--- src/rtl/fbg_pkg.sv ---
package fbg_pkg;
  typedef enum logic [1:0] {
    PH_IDLE    = 2'd0,
    PH_BLOCKED = 2'd1,
    PH_RUN     = 2'd2
  } phase_mode_e;
endpackage

--- src/rtl/fbg_div_reg.sv ---
module fbg_div_reg #(
  parameter int DIV_W     = 20,
  parameter int MIN_DIV   = 768,
  parameter int RESET_DIV = 1024
) (
  input  logic             clk,
  input  logic             rst,
  input  logic             load,
  input  logic [DIV_W-1:0] div_in,
  output logic [DIV_W-1:0] div_q,
  output logic             div_ok
);
  localparam logic [DIV_W-1:0] LOW_LIMIT = DIV_W'(MIN_DIV);
  localparam logic [DIV_W-1:0] INIT_DIV  = DIV_W'(RESET_DIV);

  always_ff @(posedge clk) begin
    if (rst)       div_q <= INIT_DIV;
    else if (load) div_q <= div_in;
  end

  assign div_ok = (div_q >= LOW_LIMIT);
endmodule

--- src/rtl/fbg_mode_sel.sv ---
module fbg_mode_sel
  import fbg_pkg::*;
(
  input  logic        en,
  input  logic        div_ok,
  output phase_mode_e mode
);
  always_comb begin
    if (!en)          mode = PH_IDLE;
    else if (!div_ok) mode = PH_BLOCKED;
    else              mode = PH_RUN;
  end
endmodule

--- src/rtl/fbg_phase_acc.sv ---
module fbg_phase_acc
  import fbg_pkg::*;
#(
  parameter int DIV_W = 20,
  parameter int STEP  = 256
) (
  input  logic             clk,
  input  logic             rst,
  input  phase_mode_e      mode,
  input  logic [DIV_W-1:0] div_q,
  input  logic             load,
  input  logic [DIV_W-1:0] div_in,
  output logic             tick,
  output logic [DIV_W:0]   acc_q
);
  localparam int ACC_W = DIV_W + 1;
  localparam logic [ACC_W-1:0] INC = ACC_W'(STEP);

  logic [ACC_W-1:0] sum, upd, nxt;
  logic             hit;

  always_comb begin
    sum = acc_q + INC;
    hit = (mode == PH_RUN) && (sum >= {1'b0, div_q});
    if (mode != PH_RUN) upd = '0;
    else if (hit)       upd = sum - {1'b0, div_q};
    else                upd = sum;
    // a load may leave the phase at or beyond the new divisor: restart it
    nxt = (load && (upd >= {1'b0, div_in})) ? '0 : upd;
  end

  always_ff @(posedge clk) begin
    if (rst) begin
      acc_q <= '0;
      tick  <= 1'b0;
    end else begin
      acc_q <= nxt;
      tick  <= hit;
    end
  end
endmodule

--- src/rtl/frac_baud_gen.sv ---
module frac_baud_gen
  import fbg_pkg::*;
#(
  parameter int DIV_W     = 20,
  parameter int STEP      = 256,
  parameter int MIN_DIV   = 768,
  parameter int RESET_DIV = 1024
) (
  input  logic             clk,
  input  logic             rst,
  input  logic             en,
  input  logic [DIV_W-1:0] div_in,
  input  logic             div_load,
  output logic             tick,
  output logic             div_bad
);
  logic [DIV_W-1:0] div_q;
  logic             div_ok;
  logic [DIV_W:0]   acc_q;
  phase_mode_e      mode;

  fbg_div_reg #(.DIV_W(DIV_W), .MIN_DIV(MIN_DIV), .RESET_DIV(RESET_DIV)) u_div (
    .clk(clk), .rst(rst), .load(div_load), .div_in(div_in),
    .div_q(div_q), .div_ok(div_ok)
  );

  fbg_mode_sel u_mode (.en(en), .div_ok(div_ok), .mode(mode));

  fbg_phase_acc #(.DIV_W(DIV_W), .STEP(STEP)) u_acc (
    .clk(clk), .rst(rst), .mode(mode), .div_q(div_q),
    .load(div_load), .div_in(div_in), .tick(tick), .acc_q(acc_q)
  );

  assign div_bad = ~div_ok;
endmodule

--- config.mk ---
export PLATFORM = sky130hd
export DESIGN_NAME = frac_baud_gen
export DESIGN_NICKNAME = d
export VERILOG_FILES = /design/src/rtl/fbg_pkg.sv /design/src/rtl/fbg_div_reg.sv /design/src/rtl/fbg_mode_sel.sv /design/src/rtl/fbg_phase_acc.sv /design/src/rtl/frac_baud_gen.sv
export SDC_FILE = /design/constraint.sdc
export NUM_CORES = 1
export LEC_CHECK = 0
export ABC_AREA = 1
export BUFFER_PORTS_ARGS = -buffer_cell sky130_fd_sc_hd__buf_2
export CAP_MARGIN = 20
export CELL_PAD_IN_SITES_DETAIL_PLACEMENT = 0
export CELL_PAD_IN_SITES_GLOBAL_PLACEMENT = 1
export CORE_AREA = 10 10 108 110
export CTS_CLUSTER_DIAMETER = 120
export DETAILED_ROUTE_END_ITERATION = 8
export DIE_AREA = 0 0 118 120
export MAX_ROUTING_LAYER = met4
export PLACE_DENSITY_LB_ADDON = 0.1
export SYNTH_ARGS = -nofsm -noshare
export SYNTH_HDL_FRONTEND = slang
export SYNTH_SLANG_ARGS = --single-unit
--- constraint.sdc ---
create_clock -name clk -period 4.18 [get_ports clk]
set_input_delay 0.418 -clock clk [delete_from_list [all_inputs] [get_ports clk]]
set_output_delay 0.418 -clock clk [all_outputs]
set_load 0.05 [all_outputs]
-- After elaboration in Yosys (flattened, before gate mapping)
Index checks and enable logic that the tools add are counted.
- bits in registers: 42
- input port bits: 24
- output and inout bits: 2
- logic and storage cells: 18
- bitwise operators: 1
- reduce and logical (&&, ||, !) cells: 3
- magnitude comparators: 3
- mux-type cells: 4
- add/subtract/negate cells: 2
- equality and inequality tests: 2
- operators by type and width (kind ; count):
    $ge A21 B20 Y1 ; 2
    $mux W21 ; 2
    $add A21 B9 Y21 const B ; 1
    $sub A21 B20 Y21 ; 1
    $ge A20 B10 Y1 const B ; 1
    $mux W2 ; 2
    $eq A2 B2 Y1 const B ; 1
    $logic_and A1 B1 Y1 ; 2
    $ne A2 B2 Y1 const B ; 1
    $reduce_or A2 Y1 ; 1
    $not A1 Y1 ; 1

-- Depth between registers and ports, before layout
- depth after elaboration: 10
- gate-level depth with buffers: 39
- gate-level depth less buffers: 38

-- Hierarchy
Synthesis repeated with hierarchy kept, for this count alone.
- cells, all modules: 629
- area, all modules: 3875.0 µm²
- modules (own cells, without submodules) (module ; cells each ; sequential area each (µm²) ; times used ; area each (µm²)):
    fbg_phase_acc ; 525 ; 440.4 ; 1 ; 3095.5
    fbg_div_reg ; 99 ; 400.4 ; 1 ; 758.2
    fbg_mode_sel ; 4 ; 0.0 ; 1 ; 17.5
    frac_baud_gen ; 1 ; 0.0 ; 1 ; 3.8

-- Worst setup path before layout
Ideal clock, no wire load.
- path type: reg2reg
- from: register u_acc.acc_q[10]
- to: register u_acc.acc_q[8]
- data arrival time: 3.925 ns
- slack: 0.134 ns
- period minus slack after synthesis: 4.046 ns
- data required time: 4.059 ns
- stages on the path, launching flop included: 37
- path through: dfxtp_1 inv_1 nor2_1 and3_1 nand4_1 nor2_1 nand3_1 xor2_1 inv_1 ha_1 inv_1 nor4_1 nand2_1 nand3_4 buf_4 inv_1 o21ai_1 inv_1 ha_1 nand2_1 nor2_1 inv_1 nor2_1 nand2_1 nand2_1 nand2_1 nand2_1 nand2_1 nand2_1 nand2_1 nand2_1 nand2_1 nand3_1 nand2_1 nand2_2 buf_6 nor2_2
- longest elaborated chain between the ends: 8
- ends and longest elaborated chain (item ; line ; text):
    from (decl) ; fbg_phase_acc.sv:14 ; output logic [DIV_W:0] acc_q
    from (signal assigned) ; fbg_phase_acc.sv:37 ; acc_q <= nxt;
    $add A21 B9 Y21 ; fbg_phase_acc.sv:23 ; sum = acc_q + INC;
    $ge A21 B20 Y1 ; fbg_phase_acc.sv:24 ; hit = (mode == PH_RUN) && (sum >= {1'b0, div_q});
    $logic_and A1 B1 Y1 ; fbg_phase_acc.sv:24 ;
    $mux W21 ; fbg_phase_acc.sv:26 ; else if (hit) upd = sum - {1'b0, div_q};
    $mux W21 ; fbg_phase_acc.sv:25 ; if (mode != PH_RUN) upd = '0;
    named net u_acc.upd[9] ; fbg_phase_acc.sv:19 ; logic [ACC_W-1:0] sum, upd, nxt;
    $ge A21 B20 Y1 ; fbg_phase_acc.sv:29 ; nxt = (load && (upd >= {1'b0, div_in})) ? '0 : upd;
    $logic_and A1 B1 Y1 ; fbg_phase_acc.sv:29 ;
    $reduce_or A2 Y1 (no source line) ; -- ;
The timed path passes the listed nets, and every way through them passes these cells.
A chain may end at the register's enable or synchronous reset.

-- Final worst setup path
- from: register u_acc.acc_q[8]
- to: register u_acc.acc_q[0]
- longest elaborated chain between the ends: 8
- ends and longest elaborated chain (item ; line):
    $add A21 B9 Y21 (*) ; fbg_phase_acc.sv:23
    $ge A21 B20 Y1 ; fbg_phase_acc.sv:24
    $logic_and A1 B1 Y1 ; fbg_phase_acc.sv:24
    $mux W21 (*) ; fbg_phase_acc.sv:26
    $mux W21 (*) ; fbg_phase_acc.sv:25
    named net u_acc.upd[8] ; fbg_phase_acc.sv:19
    $ge A21 B20 Y1 (*) ; fbg_phase_acc.sv:29
    $logic_and A1 B1 Y1 (*) ; fbg_phase_acc.sv:29
    $reduce_or A2 Y1 (no source line) (*) ; --
Mark *: on every way through the listed nets, which the timed path passes. The rest lies on a longest branch.

==> out/summary.txt <==
===============================================================================================
Share of cells above drive strength 1                                                     31.6%
Startpoint of the worst register-to-register path                                  u_acc.acc_q[8]$_SDFF_PP0_
Critical path capture point type                                                       register
Highest Clock Rate                                                                      226 MHz
Dominant delay contributor by cell family on the critical path                     simple AND/OR/NAND/NOR gates
Final estimated routing congestion in global placement                                    0.873
Count of unique library cells instantiated by Yosys                                          45
Most used cell, CP                                                                      nand2_1
Status                                                                             complete, but fails checks
Number of nets with antenna violations after routing                                          0
Total of buffers placed on input and output ports                                            25
Capture point of the critical path                                                 u_acc.acc_q[0]$_SDFF_PP0_
Maximum VDD drop                                                                         400 uV
Primary flip-flop cell chosen by synthesis mapping                                      dfxtp_1
Final setup violation count                                                                  20
Pwr per Cell Area                                                                   816 nW/um^2
Data arrival time of the critical path                                                  4630 ps
First-pass GRT wire length                                                             18000 um
Count of nets after finishing                                                               723
DP Wirelength                                                                           9100 um
Max H-tree Level                                                                              2
Max Fanout on Critical Path                                                                   8
Category of the most critical setup path                                                reg2reg
Detailed router's first-iteration violation count                                           182
Number of buffers inserted during clock tree synthesis                                        5
Number of synthesized flops with an enable pin                                                0
Area occupied by registers                                                             843 um^2
Starting utilization of the core area                                                     38.8%
Crit path required time                                                                 4370 ps
Type of the worst min-delay path                                                         in2reg
Gate Count Post-Synth                                                                       559
Leakage power summed over all cells                                                     2.62 nW
Commonest cells in the synthesized netlist                                         109 x nand2_1, 105 x inv_1, 49 x a21oi_1
Area growth, synth to finish                                                              37.0%
Top cell type's share of synthesized area                                                 22.7%
Most instantiated library cell after synthesis                                          nand2_1
Maximum clock skew at final layout                                                      8.16 ps
Die area                                                                             14200 um^2
Routed wire length per instance                                                         14.4 um
Number of warnings printed during yosys synthesis                                             0
Bufs on Longest Clock Path                                                                    2
Clock sink total                                                                             42
First-pass DRT Iterations                                                                     4
Sequential-to-total area share from yosys stat                                            22.7%
Worst-Skew Late Latency                                                                  310 ps
Multi-input gate area in the final layout                                             2710 um^2
Max-slew violation count                                                                      0
CTS tree                                                                                   done
Via total after detailed routing                                                           3749
Syn_nets                                                                                    625
Slew headroom                                                                             55.5%
Final worst setup slack                                                                 -251 ps
Maximum number of pins on one net before global-route repair                                 42
Worst R2R Setup Slack                                                                   -250 ps
Total Negative Setup Slacks                                                            -4770 ps
Number of logic stages on the critical path including buffering                              39
Aggregate global routing overflow                                                             0
Total core area                                                                       9550 um^2
Average instance area after synthesis                                                 6.63 um^2
Clock input transition at the sequential cells of the worst setup and hold paths          80 ps
WP buf/inv                                                                                    7
Routed wire length                                                                     11400 um
Tot GR Track Use                                                                          16.1%
Number of remaining DRC errors                                                                0
Number of synthesized register bits                                                          42
Post-synth ARST share                                                                        0%
Antenna diode instance count                                                                  0
Tcrit/Tclk final                                                                           106%
Height of the die                                                                        120 um
Overall die width                                                                        118 um
Maximum capacitance violations                                                                0
Number of top-level design ports                                                             26
Hold violation count in the final report                                                      0
Root buf cell                                                                          clkbuf_8
Vias per cell                                                                              4.74
Logic depth of the worst register-to-register path                                           39
Unrepaired setup endpoints after global routing                                             yes
Number of global-route vias before repair                                                  3684
Site Rows                                                                                    36
Period minus WS final                                                                   4430 ps
Kind of start point of the critical path                                               register
Maximum cell stage delay along the critical path                                         330 ps
Actual slew at the worst max-slew pin                                                    666 ps
Synthesized area                                                                      3710 um^2
Fill cells                                                                                  990
Final core area utilization                                                               53.2%
Worst-case hold slack                                                                    283 ps
Crit Reg-Reg Endpoint                                                              u_acc.acc_q[0]$_SDFF_PP0_
Cell taking the most area after synthesis                                               dfxtp_1
Antenna violations before repair                                                              0
CP max stage cell                                                                       dfxtp_2
Launching instance or port of the critical path                                    u_acc.acc_q[8]$_SDFF_PP0_
Area contributors post-synth                                                       dfxtp_1 23%, ha_1 14%, nand2_1 11%
Startpoint of the tightest hold check path                                                  rst
Violated checks                                                                    setup timing
===============================================================================================
## layout make-up
| type | instances | share of cell area (%) |
|---|---|---|
| Timing Repair Buffer | 102 | 16.2 |
| Sequential cell | 42 | 16.6 |
| Clock buffer | 5 | 1.36 |
| Clock inverter | 3 | 0.788 |
| Multi-Input combinational cell | 393 | 53.4 |
| Tap cell | 133 | 3.28 |
| Inverter | 113 | 8.35 |
## routing by layer
metal	global-route usage, %	vias up	wire length [um]	share of wire [%]
met5	-	-	0	0
met4	4.48	0	107	0.94
met3	1.59	10	295	2.6
met2	25.5	66	5290	46
met1	21.4	1700	5730	50
li1	-	1973	-	-
## worst min-delay path by stage
stage                     slack, ps                           end  cells after the start
after global placement          510  u_div.div_q[18]$_SDFFE_PP0P_                      2
final                           280         u_acc.tick$_SDFF_PP0_                      2
after CTS                       270         u_acc.tick$_SDFF_PP0_                      2
after global routing            300         u_acc.tick$_SDFF_PP0_                      2
after detailed placement        520  u_div.div_q[13]$_SDFFE_PP0P_                      2
after floorplan                 460  u_div.div_q[10]$_SDFFE_PP1P_                      2
## state kept, by name, summed over array words and instances, names as in the netlist
name	count
u_acc.tick	1
u_div.div_q	20
u_acc.acc_q	21
## per-stage QoR
step	std cells	area, um^2	power (mW)	setup slack [ps]
floorplan	559	3710	2.25	134
global placement	768	4420	3.21	-266
detailed placement	768	4420	3.21	-258
CTS	788	4800	3.86	-202
global route	791	5080	4.50	-642
finish	791	5080	4.14	-251
## report_power, final
part	leakage [nW]	total, mW	switching (mW)	internal [mW]
clock network	0.0579	0.322	0.146	0.176
registers	0.345	0.553	0.0663	0.487
logic	2.21	3.27	1.79	1.48
total	2.62	4.14	2.00	2.15
## worst reg2reg max path: cells and delay by family (launching register included)
kind            cells  cell delay (ps)
simple gates       27             2010
buf+inv             7              810
compound gates      3              620
fa+ha+maj           2              560
flops               1              330
## cell usage in the layout, fill, tap and decap left out, types with 3 or more instances in the layout
master	instances
inv_1	102
inv_2	11
o211ai_1	3
buf_6	6
buf_2	25
ha_4	7
buf_4	65
o21ai_0	31
a21o_1	3
a21oi_2	6
xor2_1	12
nand3_2	3
nor2_2	16
o21ai_1	5
nor2_1	33
nand4_1	10
xnor2_1	9
nand2_2	12
xor2_2	3
buf_12	3
nand3_1	14
dfxtp_1	40
a21oi_1	43
o21a_1	3
ha_1	32
nand2_1	101
o21ai_2	3
nand3_4	3
clkbuf_8	5
buf_16	3
nor2_4	15
## kinds of logic after synthesis
family,after synthesis,share of synthesized area [%]
AO/OA/AOI/OAI,107,16.2
XOR/XNOR,25,6.11
adder cells (fa/ha/maj),42,14.4
buffers and inverters,124,13.3
flip-flops,42,22.7
AND/OR/NAND/NOR,219,27.3
## repair_timing
action,CTS,global route
hold endpoints to repair,0,0
gates resized for setup,26,54
endpoints found under the setup margin,20,20
pin swaps,0,27
setup buffers,9,3
gates cloned,3,0
hold buffers,0,0
Note: power is estimated with default switching activity, not from simulation.
